[src/rtl/psram_page_pkg.sv]
package psram_page_pkg;
  typedef enum logic [1:0] {
    ST_IDLE  = 2'd0,
    ST_FIRST = 2'd1,
    ST_PAGE  = 2'd2,
    ST_GAP   = 2'd3
  } rd_state_e;
endpackage

[src/rtl/psram_acc_timer.sv]
module psram_acc_timer #(
  parameter int FIRST_CYC = 6,
  parameter int PAGE_CYC  = 2
) (
  input  logic clk_i,
  input  logic rst_ni,
  input  logic load_first_i,
  input  logic load_page_i,
  output logic done_o
);
  localparam int MAXC = (FIRST_CYC > PAGE_CYC) ? FIRST_CYC : PAGE_CYC;
  localparam int TW   = $clog2(MAXC + 1);

  logic [TW-1:0] cnt_q;

  always_ff @(posedge clk_i or negedge rst_ni) begin
    if (!rst_ni)            cnt_q <= '0;
    else if (load_first_i)  cnt_q <= TW'(FIRST_CYC - 1);
    else if (load_page_i)   cnt_q <= TW'(PAGE_CYC - 1);
    else if (cnt_q != '0)   cnt_q <= cnt_q - 1'b1;
  end

  assign done_o = (cnt_q == '0);
endmodule

[src/rtl/psram_ce_budget.sv]
module psram_ce_budget #(
  parameter int PAGE_CYC   = 2,
  parameter int CE_MAX_CYC = 40
) (
  input  logic clk_i,
  input  logic rst_ni,
  input  logic seg_start_i,
  input  logic ce_low_i,
  output logic room_o
);
  localparam int BW = $clog2(CE_MAX_CYC + PAGE_CYC + 1);

  logic [BW-1:0] low_q;

  always_ff @(posedge clk_i or negedge rst_ni) begin
    if (!rst_ni)          low_q <= '0;
    else if (seg_start_i) low_q <= BW'(1);
    else if (ce_low_i)    low_q <= low_q + 1'b1;
  end

  // room for one more in-page access inside this low period
  assign room_o = (low_q + BW'(PAGE_CYC)) <= BW'(CE_MAX_CYC);


  ce_budget_chk: assert property (@(posedge clk_i) disable iff (!rst_ni)
    ce_low_i |-> (low_q <= BW'(CE_MAX_CYC)));
endmodule

[src/rtl/psram_page_rd.sv]
module psram_page_rd
  import psram_page_pkg::*;
#(
  parameter int ADDR_W     = 23,
  parameter int DATA_W     = 16,
  parameter int LEN_W      = 8,
  parameter int FIRST_CYC  = 6,
  parameter int PAGE_CYC   = 2,
  parameter int CE_MAX_CYC = 40
) (
  input  logic              clk_i,
  input  logic              rst_ni,
  input  logic              cmd_valid_i,
  output logic              cmd_ready_o,
  input  logic [ADDR_W-1:0] cmd_addr_i,
  input  logic [LEN_W-1:0]  cmd_len_i,
  input  logic              mux_mode_i,
  output logic              rej_o,
  output logic              ce_no,
  output logic              adv_no,
  output logic              oe_no,
  output logic              ub_no,
  output logic              lb_no,
  output logic [ADDR_W-1:0] addr_o,
  input  logic [DATA_W-1:0] data_i,
  input  logic              wait_i,
  output logic              rd_valid_o,
  output logic [DATA_W-1:0] rd_data_o
);
  localparam int PG_BITS = 4;

  rd_state_e         state_q;
  logic [ADDR_W-1:0] addr_q;
  logic [LEN_W-1:0]  rem_q;
  logic              rej_q, vld_q;
  logic [DATA_W-1:0] dat_q;
  logic              accept, bad_req, in_acc, t_done, room;
  logic              capture, last_word, page_end, load_first, load_page;
  logic              wait_unused;

  assign wait_unused = wait_i;

  assign accept     = cmd_valid_i && (state_q == ST_IDLE);
  assign bad_req    = (cmd_len_i == '0) || (mux_mode_i && (cmd_len_i != LEN_W'(1)));
  assign in_acc     = (state_q == ST_FIRST) || (state_q == ST_PAGE);
  assign capture    = in_acc && t_done;
  assign last_word  = (rem_q == LEN_W'(1));
  assign page_end   = (addr_q[PG_BITS-1:0] == '1);
  assign load_first = (accept && !bad_req) || (state_q == ST_GAP);
  assign load_page  = capture && !last_word && !page_end && room;

  psram_acc_timer #(
    .FIRST_CYC(FIRST_CYC),
    .PAGE_CYC (PAGE_CYC)
  ) u_timer (
    .clk_i       (clk_i),
    .rst_ni      (rst_ni),
    .load_first_i(load_first),
    .load_page_i (load_page),
    .done_o      (t_done)
  );

  psram_ce_budget #(
    .PAGE_CYC  (PAGE_CYC),
    .CE_MAX_CYC(CE_MAX_CYC)
  ) u_budget (
    .clk_i      (clk_i),
    .rst_ni     (rst_ni),
    .seg_start_i(load_first),
    .ce_low_i   (in_acc),
    .room_o     (room)
  );

  always_ff @(posedge clk_i or negedge rst_ni) begin
    if (!rst_ni) begin
      state_q <= ST_IDLE;
      addr_q  <= '0;
      rem_q   <= '0;
      rej_q   <= 1'b0;
      vld_q   <= 1'b0;
      dat_q   <= '0;
    end else begin
      rej_q <= accept && bad_req;
      vld_q <= capture;
      if (capture) dat_q <= data_i;
      unique case (state_q)
        ST_IDLE: if (accept && !bad_req) begin
          addr_q  <= cmd_addr_i;
          rem_q   <= cmd_len_i;
          state_q <= ST_FIRST;
        end
        ST_FIRST, ST_PAGE: if (capture) begin
          if (last_word) begin
            state_q <= ST_IDLE;
          end else begin
            rem_q   <= rem_q - 1'b1;
            addr_q  <= addr_q + 1'b1;
            state_q <= load_page ? ST_PAGE : ST_GAP;
          end
        end
        ST_GAP: state_q <= ST_FIRST;
        default: state_q <= ST_IDLE;
      endcase
    end
  end

  assign cmd_ready_o = (state_q == ST_IDLE);
  assign ce_no       = !in_acc;
  assign oe_no       = !in_acc;
  assign adv_no      = !in_acc;
  assign ub_no       = !in_acc;
  assign lb_no       = !in_acc;
  assign addr_o      = addr_q;
  assign rej_o       = rej_q;
  assign rd_valid_o  = vld_q;
  assign rd_data_o   = dat_q;


  page_addr_chk: assert property (@(posedge clk_i) disable iff (!rst_ni)
    (!ce_no && $past(!ce_no)) |-> (addr_o[ADDR_W-1:PG_BITS] == $past(addr_o[ADDR_W-1:PG_BITS])));

  strobe_chk: assert property (@(posedge clk_i) disable iff (!rst_ni)
    !ce_no |-> (!adv_no && !ub_no && !lb_no && !oe_no));

  rej_idle_chk: assert property (@(posedge clk_i) disable iff (!rst_ni)
    rej_o |-> (ce_no && !rd_valid_o));

  rej_pulse_chk: assert property (@(posedge clk_i) disable iff (!rst_ni)
    rej_o |=> !rej_o);

  ready_idle_chk: assert property (@(posedge clk_i) disable iff (!rst_ni)
    cmd_ready_o |-> ce_no);

  data_after_access_chk: assert property (@(posedge clk_i) disable iff (!rst_ni)
    rd_valid_o |-> $past(!ce_no));
endmodule

[config.mk]
export PLATFORM = sky130hd
export DESIGN_NAME = psram_page_rd
export DESIGN_NICKNAME = d
export VERILOG_FILES = /design/src/rtl/psram_page_pkg.sv /design/src/rtl/psram_acc_timer.sv /design/src/rtl/psram_ce_budget.sv /design/src/rtl/psram_page_rd.sv
export SDC_FILE = /design/constraint.sdc
export NUM_CORES = 1
export LEC_CHECK = 0
export CAP_MARGIN = 20
export CORE_MARGIN = 2
export CORE_UTILIZATION = 40
export DETAILED_ROUTE_END_ITERATION = 8
export DONT_BUFFER_PORTS = 1
export GPL_ROUTABILITY_DRIVEN = 0
export PLACE_DENSITY_LB_ADDON = 0.05
export SYNTH_ARGS = -nofsm -noshare
export SYNTH_HDL_FRONTEND = slang
export SYNTH_SLANG_ARGS = --single-unit
[constraint.sdc]
create_clock -name clk_i -period 4 [get_ports clk_i]
set_input_delay 0.8 -clock clk_i [delete_from_list [all_inputs] [get_ports clk_i]]
set_output_delay 0.8 -clock clk_i [all_outputs]
set_load 0.01 [all_outputs]
==> results of run 1 <==
through the flow:
step / hold WS (ns) / power (mW) / std cells / area [um^2]
2_1_floorplan: 0.4817 / 2.352 / 375 / 3517
3_3_place_gp: 0.5057 / 2.590 / 467 / 3580
3_5_place_dp: 0.5001 / 2.624 / 467 / 3580
4_1_cts: 0.1223 / 3.204 / 483 / 3780
5_1_grt: 0.1131 / 3.463 / 483 / 3780
6_report: 0.1260 / 3.171 / 483 / 3780
per-layer routing:
metal / wire length [um] / track usage [%]
met5: 0 / 0
met4: 86 / 5.983
met3: 542 / 5.297
met2: 4060 / 28.33
met1: 4120 / 27.57
kinds of logic after synthesis:
family	synth area share (%)
flops	42.69
buf+inv	5.656
compound gates	20.88
mux	5.407
simple gates	20.31
fa+ha+maj	3.557
xor+xnor	1.494
flip-flops by register name, summed over array words and instances, names as in the netlist:
name            count
state_q             2
u_budget.low_q      6
rem_q               8
rd_valid_o          1
rd_data_o          16
u_timer.cnt_q       3
rej_o               1
addr_o             23
worst min-delay path by stage:
| stage | startpoint | end | slack (ns) | depth (start not counted) |
|---|---|---|---|---|
| 4_1_cts | rst_ni | addr_o[4]$_DFFE_PN0P_ | 0.12 | 0 |
| 6_report | rst_ni | addr_o[19]$_DFFE_PN0P_ | 0.13 | 0 |
| 2_1_floorplan | u_timer.cnt_q[0]$_DFFE_PN0P_ | u_timer.cnt_q[0]$_DFFE_PN0P_ | 0.48 | 2 |
| 3_3_place_gp | rst_ni | addr_o[19]$_DFFE_PN0P_ | 0.51 | 0 |
| 3_5_place_dp | u_timer.cnt_q[0]$_DFFE_PN0P_ | u_timer.cnt_q[0]$_DFFE_PN0P_ | 0.50 | 2 |
| 5_1_grt | rst_ni | addr_o[4]$_DFFE_PN0P_ | 0.11 | 0 |
cells in the mapped netlist (all sizes together) (7+ instances only):
| cell | instances |
|---|---|
| ha | 10 |
| o21ai | 26 |
| inv | 19 |
| nand3 | 17 |
| mux2 | 16 |
| nor2 | 32 |
| nand4 | 7 |
| buf | 15 |
| nor3 | 8 |
| nand2 | 35 |
| nand2b | 7 |
| and3 | 7 |
| dfrtp | 60 |
| a21oi | 30 |
| clkbuf | 7 |
area by class of cell:
type	instances	area (um^2)	share of cell area, %
timing repair buffer	6	45.04	1.192
clock inverter	7	76.32	2.019
sequential	60	1501	39.72
inverter	20	75.07	1.986
tap	108	135.1	3.575
clock buffer	9	123.9	3.277
multi-input combinational	273	1823	48.23
report_power, final:
group	switching, mW	internal, mW
sequential	0.422	0.887
clock	0.282	0.290
combinational	0.751	0.537
==> impl_metrics.json, run 1 <==
{
  "status": "finished clean",
  "synth_edf_count": 0,
  "final_core_util_pct": 43.77,
  "num_rows": 34,
  "reg2reg_from": "u_timer.cnt_q[0]$_DFFE_PN0P_",
  "critPathSlowestCell": "dfrtp_1",
  "startpoint": "state_q[1]$_DFFE_PN0P_",
  "drive_above_1_share_pct": 14.93,
  "crit_top_cell": "buf_4",
  "cp_num_cells": 5,
  "yosys_warnings": 0,
  "crit_required_ns": 3.20,
  "synth_area_leader_cell": "dfrtp_1",
  "crit_type": "flop to output port",
  "port_buffers": 0,
  "postCtsSetupBuffers": 0,
  "syn_to_final_growth_pct": 7.471,
  "r2r_end": "addr_o[6]$_DFFE_PN0P_",
  "vias": 2788,
  "clock.fmax_ghz": 0.3432,
  "path_cells": "inv_1 > ha_1 > buf_4 > clkinv_1 > buf_4",
  "grt_pass1_vias": 2775,
  "fin_crit_sh_pct": 72.85,
  "slew_headroom_pct": 32.68,
  "grt_max_degree": 61,
  "syn_nets": 437,
  "dr.first_iter.drc_count": 149,
  "dr.pass1.iters": 5,
  "mostFrequentLayoutCell": "dfrtp_1",
  "crit_buf_inv": 4,
  "final_hold_viol_count": 0,
  "synth.area.top_cells": "dfrtp_1 43%, mux2_2 5.1%, a21oi_1 4.1%, nand2_1 3.7%, ha_1 3.6%",
  "core_area_um2": 8636,
  "start_kind": "flop",
  "dieArea_um2": 9559,
  "irDropWorstVdd_mv": 0.2963,
  "ant_nets": 0,
  "grt_usage_pct": 19.20,
  "drv_slew": 0,
  "drc": 0,
  "routed_wl_um": 8809,
  "netlist_area_um2": 3517,
  "setup.worst_path.end_class": "output port",
  "synth.ff_latch_count": 60,
  "ys_types": 64,
  "die_h_um": 97.77,
  "power.density_nw_per_um2": 838.8,
  "setup_ws_ns": 1.086,
  "cp_slowest_stage_delay_ns": 0.37,
  "clock_path_buffers": 2,
  "antenna_found_initial": 0,
  "min_path_type": "primary input to async pin",
  "skew_ns": 0.009751,
  "clock_sinks": 60,
  "num-nets-final": 432,
  "die_w_um": 97.77,
  "post_drt_wl_per_cell_um": 18.24,
  "fill_cells": 845,
  "h-tree-depth": 3,
  "reg2reg_depth": 9,
  "grt_pass1_wl_um": 14660,
  "start_util_pct": 40.73,
  "cp-endpoint": "ce_no",
  "seq_area_frac_synth_pct": 42.69,
  "mostFrequentLayoutCells": "60 x dfrtp_1, 35 x nand2_1, 32 x nor2_1, 29 x a21oi_1, 22 x o21ai_0",
  "critPathMaxFanout": 30,
  "rsz0062_at_grt": "false",
  "maxCapViolCount": 0,
  "ios": 99,
  "syn_area_per_cell_um2": 9.379,
  "clock_latency_ns": 0.36,
  "netlist_instances": 375,
  "crit_arrival_ns": 2.11,
  "power.leakage_nw": 1.552,
  "pre_cts_ws_ns": 1.008,
  "worstMarginPinSlew_ns": 1.001,
  "grt_overflow": 0,
  "critical_path.top_delay_family": "buffers and inverters",
  "numCtsBuffers": 9,
  "hold_buffers": 0,
  "setup_viol_count_final": 0,
  "setup_tns_ns": 0,
  "synth_top_flop_cell": "dfrtp_1",
  "cts.clk_slew.worst_paths_ns": 0.08,
  "synth_top_area_share_pct": 42.69,
  "final_period_minus_worst_setup_slack_ns": 2.914,
  "r2r_slack_ns": 1.31,
  "hpwlAfterDp_um": 6125,
  "cts.repair.resized": 0,
  "cts_tree": "yes",
  "vias_per_cell": 5.772,
  "synth-async-reset-ratio_pct": 100.0,
  "cts_root_buf": "clkbuf_8",
  "diodes": 0
}
(Power assumes the default switching activity.)
==> run 2: changes to the inputs <==
- clock period: 4 -> 2.8 ns (I/O delays scaled with it)
==> impl_metrics.json, run 2 (synthesis results as in run 1) <==
{
  "status": "finished clean",
  "worstMarginPinSlew_ns": 0.3475,
  "crit_arrival_ns": 1.78,
  "postPlaceCellArea_um2": 3640,
  "fill_cells": 850,
  "dieArea_um2": 9559,
  "core_area_um2": 8636,
  "multiInputGateArea_um2": 1823,
  "cts_tree": "yes",
  "postCtsSetupBuffers": 0,
  "dr.pass1.iters": 4,
  "num-nets-final": 441,
  "die_h_um": 97.77,
  "vias": 2762,
  "crit_buf_inv": 4,
  "diodes": 0,
  "fin_area_um2": 3857,
  "power.total_mw": 4.550,
  "start_util_pct": 40.73,
  "crit_required_ns": 2.24,
  "crit_type": "flop to output port",
  "cts.repair.resized": 0,
  "cts_root_buf": "clkbuf_8",
  "die_w_um": 97.77,
  "grt_pass1_wl_um": 14280,
  "port_buffers": 0,
  "antenna_found_initial": 0,
  "setup_viol_count_final": 0,
  "final_core_util_pct": 44.67,
  "clock_path_buffers": 2,
  "path_cells": "inv_1 > ha_1 > buf_4 > clkinv_1 > buf_4",
  "maxCapViolCount": 0,
  "drive_above_1_share_pct": 16.71,
  "hold_buffers": 1,
  "clock.fmax_ghz": 0.4269,
  "dr.first_iter.drc_count": 99,
  "met3_usage_pct": 4.223,
  "grt_overflow": 0,
  "min_path_type": "primary input to async pin",
  "critPathMaxFanout": 22,
  "slew_headroom_pct": 76.23,
  "num_rows": 34,
  "grtUsageMet2_pct": 26.68,
  "final_period_minus_worst_setup_slack_ns": 2.342,
  "h-tree-depth": 3,
  "numCtsBuffers": 9,
  "grt_max_degree": 61,
  "critPathSlowestCell": "dfrtp_1",
  "grt_usage_pct": 18.84,
  "power.leakage_nw": 1.608,
  "irDropWorstVdd_mv": 0.4167,
  "ios": 99,
  "final_hold_viol_count": 0,
  "grt_pass1_vias": 2667,
  "cp_slowest_stage_delay_ns": 0.38,
  "drv_slew": 0,
  "crit_top_cell": "buf_4",
  "clock_latency_ns": 0.34,
  "rsz0062_at_grt": "false",
  "syn_to_final_growth_pct": 9.676,
  "use_met1_pct": 28.27,
  "skew_ns": 0.006131,
  "fin_crit_sh_pct": 83.66,
  "post_drt_wl_per_cell_um": 17.53,
  "seq_area_um2": 1501,
  "critical_path.top_delay_family": "buffers and inverters",
  "vias_per_cell": 5.625,
  "hpwlAfterDp_um": 6074,
  "mostFrequentLayoutCell": "dfrtp_1",
  "cts.clk_slew.worst_paths_ns": 0.07,
  "ant_nets": 0,
  "power.density_nw_per_um2": 1180,
  "clock_sinks": 60,
  "routed_wl_um": 8607,
  "setup.worst_path.end_class": "output port",
  "drc": 0,
  "setup_tns_ns": 0,
  "largest_reg_flops": 23,
  "grt.busiest_layer": "met1",
  "mostFrequentLayoutCells": "60 x dfrtp_1, 35 x nand2_1, 32 x nor2_1, 29 x a21oi_1, 22 x o21ai_0",
  "start_kind": "flop"
}
[run 2: cell count changes in the layout (fill, tap and decap cells not counted), sizes merged]
cell / previous run / this run
clkbuf: 9 / 10
inv: 20 / 19
buf: 6 / 15
clkinvlp: 2 / 1
[run 2: layout make-up]
type                       count  area share [%]
multi-input combinational    273           47.26
clock inverter                 5           1.362
timing repair buffer          15           3.438
tap                          108           3.503
inverter                      20           1.946
clock buffer                  10           3.568
sequential                    60           38.92
[run 2: per-stage QoR]
step / hold WS [ns] / instances / setup WS (ns)
floorplan: 0.2644 / 375 / 0.7083
finish: 0.08038 / 491 / 0.4577
global placement: 0.2657 / 475 / 0.4530
CTS: 0.09059 / 491 / 0.4202
detailed placement: 0.2659 / 475 / 0.4299
global route: 0.09232 / 491 / 0.2462
[run 2: worst paths after layout]
kind                                         startpoint                           end  slack, ns  depth (start not counted)
max in group asynchronous                        rst_ni          rem_q[6]$_DFFE_PN0P_       2.44                          1
max reg2reg                u_timer.cnt_q[0]$_DFFE_PN0P_        addr_o[20]$_DFFE_PN0P_       0.47                          9
min                                              rst_ni        addr_o[16]$_DFFE_PN0P_       0.08                          1
max                              state_q[1]$_DFFE_PN0P_                         ce_no       0.46                          5
min in group clk_i                       cmd_addr_i[16]        addr_o[16]$_DFFE_PN0P_       0.34                          2
min reg2reg                u_timer.cnt_q[0]$_DFFE_PN0P_  u_timer.cnt_q[0]$_DFFE_PN0P_       0.52                          2
[run 2: report_power, final]
group	internal (mW)	total, mW	switching (mW)	leakage [nW]
Sequential	1.27	1.86	0.595	0.710
Combinational	0.809	1.91	1.10	0.800
Clock	0.425	0.782	0.356	0.0979
Total	2.50	4.55	2.05	1.61
[run 2: layer usage]
layer	vias up	wire length (um)
li1	1377	-
met1	1319	4251
met2	58	3845
met3	8	427
met4	0	82
met5	-	0
